==> config.mk <==
export PLATFORM = sky130hd
export DESIGN_NAME = usart_host_if
export DESIGN_NICKNAME = d
export VERILOG_FILES = /design/src/rtl/usart_if_pkg.sv /design/src/rtl/usart_strobe.sv /design/src/rtl/usart_ctrl_seq.sv /design/src/rtl/usart_data_buf.sv /design/src/rtl/usart_status.sv /design/src/rtl/usart_host_if.sv
export SDC_FILE = /design/constraint.sdc
export NUM_CORES = 1
export LEC_CHECK = 0
export CORE_MARGIN = 5
export CORE_UTILIZATION = 29
export CTS_CLUSTER_DIAMETER = 50
export CTS_CLUSTER_SIZE = 16
export DETAILED_ROUTE_END_ITERATION = 8
export MAX_ROUTING_LAYER = met4
export PLACE_DENSITY_LB_ADDON = 0.3
export SLEW_MARGIN = 20
export SYNTH_ARGS = -nofsm -noshare
export SYNTH_HDL_FRONTEND = slang
export SYNTH_HIERARCHICAL = 1
export SYNTH_SLANG_ARGS = --single-unit
==> constraint.sdc <==
create_clock -name clk -period 4.2 [get_ports clk]
set_input_delay 0.63 -clock clk [delete_from_list [all_inputs] [get_ports clk]]
set_output_delay 0.63 -clock clk [all_outputs]
set_load 0.005 [all_outputs]
==> src/rtl/usart_if_pkg.sv <==
// Package: shared encodings for the host register interface.
// Assumes an 8-bit or wider register width so that all bit indices below exist.
package usart_if_pkg;
    typedef enum logic [1:0] {
        SEQ_MODE  = 2'd0,
        SEQ_SYNC1 = 2'd1,
        SEQ_SYNC2 = 2'd2,
        SEQ_CMD   = 2'd3
    } seq_e;

    localparam int ST_TXRDY   = 0;
    localparam int ST_RXRDY   = 1;
    localparam int ST_TXEMPTY = 2;
    localparam int ST_PERR    = 3;
    localparam int ST_OERR    = 4;
    localparam int ST_FERR    = 5;
    localparam int ST_SYNDET  = 6;

    localparam int MD_SINGLE  = 7;
    localparam int MD_EXTSYNC = 6;
    localparam int CMD_ERRCLR = 4;
    localparam int CMD_IRESET = 6;
endpackage

==> src/rtl/usart_strobe.sv <==
// Module: gates the host strobes with chip select and turns them into
// single-cycle start pulses. Assumes strobes are synchronous to clk.
module usart_strobe (
    input  logic clk,
    input  logic rst_n,
    input  logic cs_n,
    input  logic rd_n,
    input  logic wr_n,
    input  logic cd,
    output logic wr_ctl_go,
    output logic wr_dat_go,
    output logic rd_stat_act,
    output logic rd_stat_go,
    output logic rd_dat_go
);
    logic wr_act, rd_act, wr_q, rd_q;

    // Strobes only count while selected.
    always_comb begin
        wr_act = !cs_n && !wr_n;
        rd_act = !cs_n && !rd_n;
    end

    // Previous-cycle strobe state for edge detection.
    always_ff @(posedge clk) begin
        if (!rst_n) begin
            wr_q <= 1'b0;
            rd_q <= 1'b0;
        end else begin
            wr_q <= wr_act;
            rd_q <= rd_act;
        end
    end

    // Start pulses split by control/data select.
    always_comb begin
        wr_ctl_go   = wr_act && !wr_q && cd;
        wr_dat_go   = wr_act && !wr_q && !cd;
        rd_stat_act = rd_act && cd;
        rd_stat_go  = rd_act && !rd_q && cd;
        rd_dat_go   = rd_act && !rd_q && !cd;
    end
endmodule

==> src/rtl/usart_ctrl_seq.sv <==
// Module: steers control writes to mode, sync characters or command.
// Assumes one write pulse per host write; internal reset restarts the sequence.
module usart_ctrl_seq
    import usart_if_pkg::*;
#(
    parameter int DW = 8
) (
    input  logic          clk,
    input  logic          rst_n,
    input  logic          wr_ctl_go,
    input  logic [DW-1:0] din,
    output logic [DW-1:0] mode_q,
    output logic [DW-1:0] sync1_q,
    output logic [DW-1:0] sync2_q,
    output logic [DW-1:0] cmd_q,
    output logic          err_clr_o,
    output logic [1:0]    seq_o
);
    seq_e seq_q;
    logic sync_mode, single_sync;

    // Decode the synchronous flag and sync count from the incoming mode word.
    always_comb begin
        sync_mode   = (din[1:0] == 2'b00);
        single_sync = din[MD_SINGLE];
        seq_o       = seq_q;
        err_clr_o   = wr_ctl_go && (seq_q == SEQ_CMD) && din[CMD_ERRCLR];
    end

    // Write sequencing and register capture.
    always_ff @(posedge clk) begin
        if (!rst_n) begin
            seq_q   <= SEQ_MODE;
            mode_q  <= '0;
            sync1_q <= '0;
            sync2_q <= '0;
            cmd_q   <= '0;
        end else if (wr_ctl_go) begin
            case (seq_q)
                SEQ_MODE: begin
                    mode_q <= din;
                    seq_q  <= sync_mode ? SEQ_SYNC1 : SEQ_CMD;
                end
                SEQ_SYNC1: begin
                    sync1_q <= din;
                    seq_q   <= mode_q[MD_SINGLE] ? SEQ_CMD : SEQ_SYNC2;
                end
                SEQ_SYNC2: begin
                    sync2_q <= din;
                    seq_q   <= SEQ_CMD;
                end
                default: begin
                    if (din[CMD_IRESET]) begin
                        cmd_q <= '0;
                        seq_q <= SEQ_MODE;
                    end else begin
                        cmd_q <= din;
                    end
                end
            endcase
        end
    end

    logic unused_ok;
    always_comb unused_ok = single_sync;
endmodule

==> src/rtl/usart_data_buf.sv <==
// Module: transmit and receive holding registers with their ready flags.
// Assumes tx_take_i and rx_valid_i are single-cycle pulses; a set wins over a clear.
module usart_data_buf #(
    parameter int DW = 8
) (
    input  logic          clk,
    input  logic          rst_n,
    input  logic          wr_dat_go,
    input  logic          rd_dat_go,
    input  logic [DW-1:0] din,
    input  logic          tx_take_i,
    input  logic [DW-1:0] rx_data_i,
    input  logic          rx_valid_i,
    output logic [DW-1:0] tx_hold,
    output logic          tx_full,
    output logic [DW-1:0] rx_hold,
    output logic          rx_rdy
);
    // Transmit holding register and occupancy.
    always_ff @(posedge clk) begin
        if (!rst_n) begin
            tx_hold <= '0;
            tx_full <= 1'b0;
        end else if (wr_dat_go) begin
            tx_hold <= din;
            tx_full <= 1'b1;
        end else if (tx_take_i) begin
            tx_full <= 1'b0;
        end
    end

    // Receive holding register and ready flag.
    always_ff @(posedge clk) begin
        if (!rst_n) begin
            rx_hold <= '0;
            rx_rdy  <= 1'b0;
        end else if (rx_valid_i) begin
            rx_hold <= rx_data_i;
            rx_rdy  <= 1'b1;
        end else if (rd_dat_go) begin
            rx_rdy  <= 1'b0;
        end
    end
endmodule

==> src/rtl/usart_status.sv <==
// Module: sticky status flags, live status assembly and the host-visible copy
// that is frozen during a status read. Assumes event inputs are pulses.
module usart_status
    import usart_if_pkg::*;
#(
    parameter int DW = 8
) (
    input  logic          clk,
    input  logic          rst_n,
    input  logic          freeze,
    input  logic          stat_rd_go,
    input  logic          err_clr,
    input  logic          tx_rdy,
    input  logic          rx_rdy,
    input  logic          tx_empty_i,
    input  logic          ext_mode,
    input  logic          sync_det_i,
    input  logic          ext_sync_i,
    input  logic          pe_i,
    input  logic          oe_i,
    input  logic          fe_i,
    output logic [DW-1:0] stat_live,
    output logic [DW-1:0] stat_vis
);
    logic pe_q, oe_q, fe_q, ext_q;

    // Sticky error flags: clear first, then a same-cycle event sets again.
    always_ff @(posedge clk) begin
        if (!rst_n) begin
            pe_q <= 1'b0;
            oe_q <= 1'b0;
            fe_q <= 1'b0;
        end else begin
            pe_q <= pe_i || (pe_q && !err_clr);
            oe_q <= oe_i || (oe_q && !err_clr);
            fe_q <= fe_i || (fe_q && !err_clr);
        end
    end

    // External sync flag, cleared when a status read starts.
    always_ff @(posedge clk) begin
        if (!rst_n) ext_q <= 1'b0;
        else        ext_q <= ext_sync_i || (ext_q && !stat_rd_go);
    end

    // Live status byte.
    always_comb begin
        stat_live             = '0;
        stat_live[ST_TXRDY]   = tx_rdy;
        stat_live[ST_RXRDY]   = rx_rdy;
        stat_live[ST_TXEMPTY] = tx_empty_i;
        stat_live[ST_PERR]    = pe_q;
        stat_live[ST_OERR]    = oe_q;
        stat_live[ST_FERR]    = fe_q;
        stat_live[ST_SYNDET]  = ext_mode ? ext_q : sync_det_i;
    end

    // Visible copy, held while a status read is in progress.
    always_ff @(posedge clk) begin
        if (!rst_n) begin
            stat_vis           <= '0;
            stat_vis[ST_TXRDY] <= 1'b1;
        end else if (!freeze) begin
            stat_vis <= stat_live;
        end
    end
endmodule

==> src/rtl/usart_host_if.sv <==
// Module: top of the host register interface; wires strobe gating, control
// sequencing, data buffers and status, and drives the read mux.
// Assumes all host signals are synchronous to clk.
module usart_host_if
    import usart_if_pkg::*;
#(
    parameter int DW = 8
) (
    input  logic          clk,
    input  logic          rst_n,
    input  logic          cs_n,
    input  logic          rd_n,
    input  logic          wr_n,
    input  logic          cd,
    input  logic [DW-1:0] din,
    output logic [DW-1:0] dout_o,
    output logic [DW-1:0] mode_o,
    output logic [DW-1:0] sync1_o,
    output logic [DW-1:0] sync2_o,
    output logic [DW-1:0] cmd_o,
    output logic [DW-1:0] tx_data_o,
    output logic          tx_full_o,
    input  logic          tx_take_i,
    input  logic          tx_empty_i,
    input  logic [DW-1:0] rx_data_i,
    input  logic          rx_valid_i,
    input  logic          pe_i,
    input  logic          oe_i,
    input  logic          fe_i,
    input  logic          sync_det_i,
    input  logic          ext_sync_i
);
    logic wr_ctl_go, wr_dat_go, rd_stat_act, rd_stat_go, rd_dat_go;
    logic err_clr, rx_rdy;
    logic [1:0]    seq_st;
    logic [DW-1:0] rx_hold, stat_live_w, stat_vis;

    usart_strobe u_strobe (
        .clk(clk), .rst_n(rst_n), .cs_n(cs_n), .rd_n(rd_n), .wr_n(wr_n), .cd(cd),
        .wr_ctl_go(wr_ctl_go), .wr_dat_go(wr_dat_go), .rd_stat_act(rd_stat_act),
        .rd_stat_go(rd_stat_go), .rd_dat_go(rd_dat_go)
    );

    usart_ctrl_seq #(.DW(DW)) u_seq (
        .clk(clk), .rst_n(rst_n), .wr_ctl_go(wr_ctl_go), .din(din),
        .mode_q(mode_o), .sync1_q(sync1_o), .sync2_q(sync2_o), .cmd_q(cmd_o),
        .err_clr_o(err_clr), .seq_o(seq_st)
    );

    usart_data_buf #(.DW(DW)) u_buf (
        .clk(clk), .rst_n(rst_n), .wr_dat_go(wr_dat_go), .rd_dat_go(rd_dat_go),
        .din(din), .tx_take_i(tx_take_i), .rx_data_i(rx_data_i),
        .rx_valid_i(rx_valid_i), .tx_hold(tx_data_o), .tx_full(tx_full_o),
        .rx_hold(rx_hold), .rx_rdy(rx_rdy)
    );

    usart_status #(.DW(DW)) u_stat (
        .clk(clk), .rst_n(rst_n), .freeze(rd_stat_act), .stat_rd_go(rd_stat_go),
        .err_clr(err_clr), .tx_rdy(!tx_full_o), .rx_rdy(rx_rdy),
        .tx_empty_i(tx_empty_i), .ext_mode(mode_o[MD_EXTSYNC]),
        .sync_det_i(sync_det_i), .ext_sync_i(ext_sync_i),
        .pe_i(pe_i), .oe_i(oe_i), .fe_i(fe_i),
        .stat_live(stat_live_w), .stat_vis(stat_vis)
    );

    // Host read mux: zero unless a selected read is active.
    always_comb begin
        if (!cs_n && !rd_n) dout_o = cd ? stat_vis : rx_hold;
        else                dout_o = '0;
    end
endmodule

## Yosys cells after proc, flatten, opt, wreduce, memory -nomap -nowiden

Index checks and enable logic that the tools add are counted.
W data, S select, Z words.

| storage, ports and cells | value |
|---|---|
| register bits after elaboration | 65 |
| input bits | 30 |
| output and inout bits | 49 |
| logic and storage cells | 71 |

| operators by class | value |
|---|---|
| equality and inequality tests | 3 |
| mux-type cells | 12 |
| bitwise operators | 1 |
| reduce and logical (&&, ||, !) cells | 39 |

Operators by type and width:

| cell | number |
|---|---|
| $mux W8 | 3 |
| $logic_and A1 B1 Y1 | 15 |
| $reduce_and A2 Y1 | 5 |
| $logic_not A1 Y1 | 9 |
| $mux W1 | 6 |
| $pmux W2 S3 | 1 |
| $eq A2 B2 Y1 const B | 2 |
| $logic_not A2 Y1 | 2 |
| $logic_or A1 B1 Y1 | 4 |
| $mux W2 | 2 |
| $reduce_bool A2 Y1 | 2 |
| $reduce_bool A4 Y1 | 1 |
| $reduce_or A3 Y1 | 1 |
| $eq A2 B1 Y1 const B | 1 |
| $not A1 Y1 | 1 |

## Logic depth before layout (Yosys ltp)

Gate-level depths: netlist of run 1.

| depth | value |
|---|---|
| word-level depth | 9 |
| gate-level depth with buffers | 6 |
| gate-level depth less buffers | 5 |

## Modules after synthesis

Netlist of run 1, hierarchy kept.

By module, submodules not included:

| module | instances | cells an instance | area an instance (sq um) | seq. area each (sq um) |
|---|---|---|---|---|
| usart_ctrl_seq | 1 | 162 | 1352.5 | 660.6 |
| usart_data_buf | 1 | 57 | 681.9 | 360.3 |
| usart_status | 1 | 45 | 478.0 | 220.2 |
| usart_host_if | 1 | 20 | 138.9 | 0.0 |
| usart_strobe | 1 | 9 | 105.1 | 40.0 |

## Worst setup path after synthesis of run 1

Ideal clock, no wire load.

| timing | value |
|---|---|
| kind | input-to-reg |
| start point | in cs_n |
| end point | reg u_stat.fe_q |
| setup time | 0.115 ns |
| arrival time | 1.634 ns |
| data required time | 4.085 ns |
| setup slack | 2.452 ns |
| stages on the path | 6 |
| buffers on the path | 2 |
| path through | nor4b_2 > buf_4 > buf_2 > and3_1 > nor2b_1 > o21a_1 |

| on the way | value |
|---|---|
| longest elaborated chain between the ends | 9 |

Ends and longest elaborated chain:

| item | RTL line | source |
|---|---|---|
| from (decl) | usart_host_if.sv:11 | `input logic cs_n,` |
| $logic_not A1 Y1 | usart_strobe.sv:20 | `wr_act = !cs_n && !wr_n;` |
| $logic_and A1 B1 Y1 | usart_strobe.sv:20 |  |
| $logic_and A1 B1 Y1 (2 in a row) | usart_strobe.sv:37 | `wr_ctl_go = wr_act && !wr_q && cd;` |
| $logic_and A1 B1 Y1 (2 in a row) | usart_ctrl_seq.sv:27 | `err_clr_o = wr_ctl_go && (seq_q == SEQ_CMD) && din[CMD_ERRCLR];` |
| net err_clr | usart_host_if.sv:34 | `logic err_clr, rx_rdy;` |
| $logic_not A1 Y1 | usart_status.sv:36 | `fe_q <= fe_i \|\| (fe_q && !err_clr);` |
| $logic_and A1 B1 Y1 | usart_status.sv:36 |  |
| $logic_or A1 B1 Y1 | usart_status.sv:36 |  |
| to (signal assigned) | usart_status.sv:36 |  |
| to (decl) | usart_status.sv:25 | `logic pe_q, oe_q, fe_q, ext_q;` |

The timed path passes the listed nets, and every way through them passes these cells.
A chain may end at the register's enable or synchronous reset.

## Final worst setup path of run 1

| timing | value |
|---|---|
| start point | in cd |
| end point | out dout_o[5] |

| on the way | value |
|---|---|
| longest elaborated chain between the ends | 2 |

Ends and longest elaborated chain:

| item | RTL line | source |
|---|---|---|
| from (decl) | usart_host_if.sv:14 | `input logic cd,` |
| $mux W8 (2 in a row) | usart_host_if.sv:68 | `if (!cs_n && !rd_n) dout_o = cd ? stat_vis : rx_hold;` |
| to (decl) | usart_host_if.sv:16 | `output logic [DW-1:0] dout_o,` |

No other way between the ends.

==> results_tabular.tex, run 1 <==
\begin{tabular}{lr}
\hline
Metric & Value \\
\hline
\multicolumn{2}{l}{\textbf{Routing}} \\
\quad Final ANT Viol Nets & 0 \\
\quad Number of design-rule violations left by the first detailed-router iteration & 77 \\
\quad Overall routed net length & about 7000 um \\
\quad DR vias & 2239 \\
\quad Average wire per standard cell & 14.8 um \\
\quad Residual DRC & 0 \\
\quad Via count normalized by instance count & 4.72 \\
\quad First-pass detailed-route iteration total & 4 \\
\multicolumn{2}{l}{\textbf{Finish}} \\
\quad Number of cells in the finished layout apart from fillers & 474 \\
\quad Most frequent standard cell in the layout excluding fill and tap cells & sky130\_fd\_sc\_hd\_\_clkdlybuf4s50\_1 \\
\quad Design Area, Final & $\sim$3700 um2 \\
\quad Leading cell types in the layout, fill and taps excluded & 77 x sky130\_fd\_sc\_hd\_\_clkdlybuf4s50\_1, 64 x sky130\_fd\_sc\_hd\_\_dfxtp\_1, 37 x sky130\_fd\_sc\_hd\_\_nand2\_1 \\
\quad Antenna diode instance count & 0 \\
\quad Area delta synth->final & 36.6\% \\
\quad Post-layout net count & 393 \\
\quad Fraction of final layout cells with drive strength greater than 1 & 0.0661 \\
\multicolumn{2}{l}{\textbf{Hold path}} \\
\quad Worst min-delay path class & register to register \\
\quad Start point of the worst min-delay path & u\_seq/sync1\_q[0]\$\_SDFFE\_PN0P\_ \\
\quad Worst hold stages & 2 \\
\quad Destination of the worst hold path & u\_seq/sync1\_q[0]\$\_SDFFE\_PN0P\_ \\
\multicolumn{2}{l}{\textbf{Synth}} \\
\quad Average size of a mapped cell & 9.45 um2 \\
\quad Warning count from the yosys run & 6 \\
\quad Number of cells produced by synthesis & 286 \\
\quad Post-synthesis instance area & between 2000 and 3000 um2 \\
\quad Synth Net Count & 321 \\
\multicolumn{2}{l}{\textbf{GRT}} \\
\quad Maximum number of pins on one net before global-route repair & 38 \\
\quad Via count of the first global-routing pass & roughly 2.2k \\
\quad Overflow left after global routing & 0 \\
\quad Global-route wire length before repair & 11300 um \\
\quad Number of antenna violations at the first check in global routing & 0 \\
\quad Global Route Usage Sum & 0.129 \\
\multicolumn{2}{l}{\textbf{Power}} \\
\quad Internal power & 927 uW \\
\quad Sequential share of power & 0.519 \\
\quad Cell area power density & 333 nW/um2 \\
\quad Clock share of power & 0.367 \\
\quad Maximum vdd drop & 150 uV \\
\quad Comb pwr share & 0.114 \\
\quad Leakage Power & 0.00130 uW \\
\quad Power, Total & $\sim$1200 uW \\
\quad Switching power & 302 uW \\
\quad Share of total power consumed by net switching & 0.245 \\
\multicolumn{2}{l}{\textbf{STA}} \\
\quad Worst hold slack across all endpoints & between 0.4 and 0.5 ns \\
\quad Ratio of final minimum period to clock period & 0.707 \\
\quad Final count of hold timing violations & 0 \\
\quad Min Tclk post-route & 2.97 ns \\
\quad Setup violators final & 0 \\
\quad Max-slew violations & 0 \\
\quad Normalized max-slew margin & 0.283 \\
\quad Setup repair after global routing missed its margin & no \\
\quad Worst-Margin Slew & around 1.1 ns \\
\quad Maximum clock rate & around 340 MHz \\
\quad Final sum of negative setup slack & 0 ns \\
\quad Setup clock skew after layout & 0.00554 ns \\
\multicolumn{2}{l}{\textbf{CTS}} \\
\quad Cts repair resizes & 0 \\
\quad Cts-stage hold buffer count & 0 \\
\quad Total number of H-tree levels & 3 \\
\quad Clock net sink count & 64 \\
\quad Post-CTS setup buffer count & 0 \\
\quad TritonCTS clock tree & yes \\
\quad Clock latency on the worst-skew pair & between 0.3 and 0.4 ns \\
\quad Buffers from clock root to sink, at most & 2 \\
\quad Cell chosen for the clock root & sky130\_fd\_sc\_hd\_\_clkbuf\_8 \\
\quad Clock buffers created by TritonCTS & 9 \\
\quad Clk slew on worst S/H paths & 0.07 ns \\
\multicolumn{2}{l}{\textbf{Floorplanning}} \\
\quad Overall die height & 107 um \\
\quad Placeable core region & 9150 um2 \\
\quad Die extent in x & 107 um \\
\quad IO Pins & 79 \\
\quad Die outline area & $\sim$11000 um2 \\
\quad Starting Density & 0.295 \\
\quad Standard-cell row count & 35 \\
\multicolumn{2}{l}{\textbf{Placement}} \\
\quad Number of placed instances, taps included & 458 \\
\quad Total cell area at the placement stage & $\sim$3500 um2 \\
\quad Half-perimeter wire length of the detailed placement result & slightly below 5000 um \\
\quad Routability congestion estimate from global placement & 0.792 \\
\quad IO Port Bufs & 77 \\
\multicolumn{2}{l}{\textbf{Critical path}} \\
\quad CP endpoint kind & primary output \\
\quad Required time reported for the critical path endpoint & 3.57 ns \\
\quad Critical path's top delay family & buffers and inverters \\
\quad Largest fanout on the critical path & 13 \\
\quad Longest individual stage delay on the worst path & about 0.91 ns \\
\quad Worst r2r dst & u\_seq/seq\_o[1]\$\_SDFFE\_PN0P\_ \\
\quad Setup CP Type & primary input to primary output \\
\quad Reg2reg setup slack & 2.51 ns \\
\quad Worst setup path startpoint & cd \\
\quad Critical Path Slowest Stage Cell & sky130\_fd\_sc\_hd\_\_clkdlybuf4s50\_1 \\
\quad Most Frequent Cell on Critical Path & sky130\_fd\_sc\_hd\_\_clkdlybuf4s50\_1 \\
\quad Critical Path Source Type & primary input \\
\quad Number of buffer and inverter stages on the critical path & 2 \\
\quad Data arrival time of the worst path & around 2.3 ns \\
\quad Reg-to-reg startpoint & u\_seq/seq\_o[0]\$\_SDFFE\_PN0P\_ \\
\quad Sequence of cells on the critical path & clkdlybuf4s50\_1, mux2i\_1, nor2\_1, clkdlybuf4s50\_1 \\
\quad FF-to-FF path depth & 5 \\
\multicolumn{2}{l}{\textbf{Run status}} \\
\quad Run status & finished, final reports clean \\
\multicolumn{2}{l}{\textbf{Job}} \\
\quad Maxcap violations & 0 \\
\hline
\end{tabular}
## final cells by class
cell class / count / area [um2]
Clock buffer: 12 / 145
Clock inverter: 4 / 20.0
Fill cell: 934 / 5460
Inverter: 5 / 18.8
Multi-Input combinational cell: 196 / 1280
Sequential cell: 64 / 1280
Tap cell: 111 / 139
Timing Repair Buffer: 82 / 808
## worst min-delay path: cells and delay by family (launching register included)
kind	cells	cell delay, ns
DFF	1	0.31
and+or+nand+nor	1	0.05
AOI/OAI and AO/OA	1	0.05
## layer usage
layer / track usage / vias up / routed length (um)
li1: - / 1113 / -
met1: 0.173 / 1033 / 3410
met2: 0.188 / 84 / 3040
met3: 0.0370 / 9 / 500
met4: 0.0438 / 0 / 80
met5: - / - / 0
## worst max path at each step
stage / end / slack (ns) / cells past startpoint
floorplan: u_stat/fe_q$_SDFF_PN0_ / 2.45 / 6
detailed placement: dout_o[5] / 1.23 / 4
CTS: dout_o[5] / 1.23 / 4
finish: dout_o[5] / 1.23 / 4
global route: dout_o[6] / 1.15 / 4
global placement: dout_o[3] / 1.29 / 4
## registers in the layout, indices dropped and copies added, names as in the netlist
name / count
u_buf/rx_hold: 8
u_buf/rx_rdy: 1
u_buf/tx_full: 1
u_buf/tx_hold: 8
u_seq/cmd_q: 7
u_seq/mode_q: 8
u_seq/seq_o: 2
u_seq/sync1_q: 8
u_seq/sync2_q: 8
u_stat/ext_q: 1
u_stat/fe_q: 1
u_stat/oe_q: 1
u_stat/pe_q: 1
u_stat/stat_vis: 7
u_strobe/rd_q: 1
u_strobe/wr_q: 1
## power groups by stage
stage / clock network (uW) / logic [uW] / registers (uW)
final: 451 / 140 / 638
after global routing: 501 / 153 / 640
after CTS: 472 / 142 / 638
after detailed placement: 0 / 141 / 652
after global placement: 0 / 139 / 652
after floorplan: 0 / 75.6 / 649
## metrics by stage
step / setup slack (ns) / utilization
after CTS: 1.23 / 0.404
after global routing: 1.15 / 0.404
after detailed placement: 1.23 / 0.386
after floorplan: 2.45 / -
after global placement: 1.29 / 0.386
final: 1.23 / 0.404
Note: power is estimated with default switching activity, not from simulation.
==> run 2: changes to the inputs <==
clock period = 2.4 ns   (was 4.2 ns; I/O delays follow)
==> run 2 against run 1 <==
Against the previous run:
- sequential share of layout area shrank 1.2 points
- global-route usage is 0.15 points higher
- non-clock buffer count increased by 6
- final area grew 3.7%
- clock skew up 0.0033 ns
- count of clock-buffer cells in the layout down 2
- routed wire length increased by 2.9%
- final cell count grew 1.3%
==> results_tabular.tex, run 2 (synthesis results as in run 1) <==
\begin{tabular}{lr}
\hline
Metric & Value \\
\hline
\multicolumn{2}{l}{\textbf{CTS}} \\
\quad Total number of H-tree levels & 3 (unchanged) \\
\quad Post-CTS setup buffer count & 0 (unchanged) \\
\quad Cts-stage hold buffer count & 0 (unchanged) \\
\quad TritonCTS clock tree & yes \\
\quad Cts repair resizes & 0 (unchanged) \\
\quad Buffers from clock root to sink, at most & 2 (unchanged) \\
\quad Clk slew on worst S/H paths & 0.08 ns (about the same) \\
\quad Clock net sink count & 64 (unchanged) \\
\quad Cell chosen for the clock root & sky130\_fd\_sc\_hd\_\_clkbuf\_8 \\
\quad Clock buffers created by TritonCTS & 9 (unchanged) \\
\quad Clock latency on the worst-skew pair & 0.34 ns (+0.02 ns) \\
\multicolumn{2}{l}{\textbf{Power}} \\
\quad Clock share of power & 0.451 (+0.084) \\
\quad Comb pwr share & 0.103 (-0.011) \\
\quad Internal power & 1930 uW (+110\%) \\
\quad Maximum vdd drop & 270 uV (+80\%) \\
\quad Sequential share of power & 0.447 (-0.072) \\
\quad Leakage Power & 0.00136 uW (+4.9\%) \\
\quad Switching power & 567 uW (+88\%) \\
\quad Share of total power consumed by net switching & 0.227 (-0.0185) \\
\quad Cell area power density & 652 nW/um2 (+96\%) \\
\multicolumn{2}{l}{\textbf{Job}} \\
\quad Maxcap violations & 0 (unchanged) \\
\multicolumn{2}{l}{\textbf{Critical path}} \\
\quad Reg-to-reg startpoint & u\_seq/seq\_o[0]\$\_SDFFE\_PN0P\_ \\
\quad Data arrival time of the worst path & 1.86 ns (-0.48 ns) \\
\quad Setup CP Type & primary input to primary output \\
\quad Last element of the critical path & dout\_o[3] \\
\quad FF-to-FF path depth & 5 (unchanged) \\
\quad Largest fanout on the critical path & 9 (-4) \\
\quad Critical Path Source Type & primary input \\
\quad CP endpoint kind & primary output \\
\quad Reg2reg setup slack & 0.75 ns (-1.76 ns) \\
\quad Worst r2r dst & u\_seq/seq\_o[1]\$\_SDFFE\_PN0P\_ \\
\quad Worst setup path startpoint & cd \\
\quad Required time reported for the critical path endpoint & 2.04 ns (-1.53 ns) \\
\multicolumn{2}{l}{\textbf{Floorplanning}} \\
\quad Standard-cell row count & 35 (unchanged) \\
\quad Die outline area & 11400 um2 (unchanged) \\
\quad IO Pins & 79 (unchanged) \\
\quad Placeable core region & 9150 um2 (unchanged) \\
\quad Starting Density & 0.295 (unchanged) \\
\quad Overall die height & 107 um (unchanged) \\
\quad Die extent in x & 107 um (unchanged) \\
\multicolumn{2}{l}{\textbf{STA}} \\
\quad Final sum of negative setup slack & 0 ns (unchanged) \\
\quad Ratio of final minimum period to clock period & 0.924 \\
\quad Normalized max-slew margin & 0.664 (+0.382) \\
\quad Final count of hold timing violations & 0 (unchanged) \\
\quad Max-slew violations & 0 (unchanged) \\
\quad Min Tclk post-route & around 2.2 ns \\
\quad Setup violators final & 0 (unchanged) \\
\quad Maximum clock rate & 451 MHz \\
\quad Worst-Margin Slew & 0.502 ns (-0.573 ns) \\
\quad Setup repair after global routing missed its margin & no \\
\quad Setup clock skew after layout & 0.00887 ns (+0.00333 ns) \\
\quad Worst hold slack across all endpoints & 0.457 ns (+0.00330 ns) \\
\multicolumn{2}{l}{\textbf{Routing}} \\
\quad Final ANT Viol Nets & 0 (unchanged) \\
\quad Residual DRC & 0 (unchanged) \\
\quad First-pass detailed-route iteration total & 4 (unchanged) \\
\quad Via count normalized by instance count & 4.68 (-0.85\%) \\
\quad Overall routed net length & 7230 um (+2.9\%) \\
\quad DR vias & 2248 (+0.40\%) \\
\quad Average wire per standard cell & 15.1 um (+1.6\%) \\
\quad Number of design-rule violations left by the first detailed-router iteration & 69 (-10\%) \\
\multicolumn{2}{l}{\textbf{Run status}} \\
\quad Run status & finished, final reports clean \\
\multicolumn{2}{l}{\textbf{Finish}} \\
\quad Antenna diode instance count & 0 (unchanged) \\
\quad Post-layout net count & 399 (+1.5\%) \\
\quad Area delta synth->final & 41.6\% \\
\quad Number of cells in the finished layout apart from fillers & 480 (+1.3\%) \\
\quad Most frequent standard cell in the layout excluding fill and tap cells & sky130\_fd\_sc\_hd\_\_clkdlybuf4s50\_1 \\
\quad Fraction of final layout cells with drive strength greater than 1 & 0.0840 (+0.0179) \\
\quad Leading cell types in the layout, fill and taps excluded & 77 x sky130\_fd\_sc\_hd\_\_clkdlybuf4s50\_1, 64 x sky130\_fd\_sc\_hd\_\_dfxtp\_1, 37 x sky130\_fd\_sc\_hd\_\_nand2\_1 \\
\multicolumn{2}{l}{\textbf{Placement}} \\
\quad Number of placed instances, taps included & 464 (+1.3\%) \\
\quad Half-perimeter wire length of the detailed placement result & 5040 um (+4.1\%) \\
\quad IO Port Bufs & 77 (unchanged) \\
\quad Routability congestion estimate from global placement & 0.809 (+2.2\%) \\
\multicolumn{2}{l}{\textbf{GRT}} \\
\quad Maximum number of pins on one net before global-route repair & 38 (unchanged) \\
\quad Overflow left after global routing & 0 (unchanged) \\
\quad Global-route wire length before repair & 11200 um (about the same) \\
\quad Via count of the first global-routing pass & 2251 (+3.4\%) \\
\quad Global Route Usage Sum & 0.131 (+0.00154) \\
\quad Number of antenna violations at the first check in global routing & 0 (unchanged) \\
\multicolumn{2}{l}{\textbf{Hold path}} \\
\quad Worst min-delay path class & register to register \\
\hline
\end{tabular}
-- run 2: cell types whose count changed in the layout (fill, tap and decap cells not counted), sizes merged --
cell and change:
buf +6, clkbuf -2, clkinv -2, bufinv +3, inv +1
-- run 2: critical path, cell delays in order --
cell and delay [ns]:
sky130_fd_sc_hd__clkdlybuf4s50_1 0.52, sky130_fd_sc_hd__buf_4 0.23, sky130_fd_sc_hd__mux2i_1 0.24, sky130_fd_sc_hd__nor2_1 0.05, sky130_fd_sc_hd__clkdlybuf4s50_1 0.46
-- run 2: worst min-delay path by stage --
| stage | start | to | slack, ns | cells past startpoint |
|---|---|---|---|---|
| final | u_seq/sync1_q[3]$_SDFFE_PN0P_ | u_seq/sync1_q[3]$_SDFFE_PN0P_ | 0.46 | 2 |
| after global routing | u_seq/cmd_q[2]$_SDFFE_PN0P_ | u_seq/cmd_q[2]$_SDFFE_PN0P_ | 0.48 | 2 |
| after CTS | u_seq/sync1_q[3]$_SDFFE_PN0P_ | u_seq/sync1_q[3]$_SDFFE_PN0P_ | 0.46 | 2 |
| after detailed placement | u_seq/cmd_q[2]$_SDFFE_PN0P_ | u_seq/cmd_q[2]$_SDFFE_PN0P_ | 0.44 | 2 |
| after global placement | u_seq/cmd_q[7]$_SDFFE_PN0P_ | u_seq/cmd_q[7]$_SDFFE_PN0P_ | 0.44 | 2 |
| after floorplan | cs_n | u_strobe/rd_q$_SDFF_PN0_ | 0.44 | 1 |
-- run 2: layout make-up --
class / instances / area (um2)
clock buffer: 10 / 128
clock inverter: 6 / 116
timing repair buffer: 88 / 866
tap: 111 / 139
multi-input combinational: 196 / 1280
sequential: 64 / 1280
inverter: 5 / 18.8
fill: 910 / 5320
-- run 2: power groups by stage --
stage                     Clock [uW]  Sequential, uW  Combinational [uW]
after floorplan                    0            1140                 132
after global placement             0            1140                 254
after detailed placement           0            1140                 257
after CTS                       1160            1120                 258
after global routing            1200            1120                 279
final                           1130            1120                 256
-- run 2: through the flow --
stage               utilization  instance area [um2]  setup WS (ns)  power, uW
floorplan                     -                 2700          0.922       1270
CTS                       0.418                 3830          0.154       2540
global route              0.418                 3830          0.128       2600
detailed placement        0.392                 3590          0.158       1400
finish                    0.418                 3830          0.181       2500
global placement          0.392                 3590          0.239       1390
-- run 2: metal layers --
layer  track usage  vias up  wire, um
met4        0.0502        0        93
li1              -     1126         -
met1         0.165     1031      3410
met2         0.205       81      3260
met5             -        -         0
met3        0.0298       10       462
==> run 3: changes to the inputs <==
GPL_ROUTABILITY_DRIVEN = 0   (was unset)
SLEW_MARGIN = unset   (was 20)
==> results of run 3 <==
No change in the layout: final DEF, timing and power equal those of run 2.
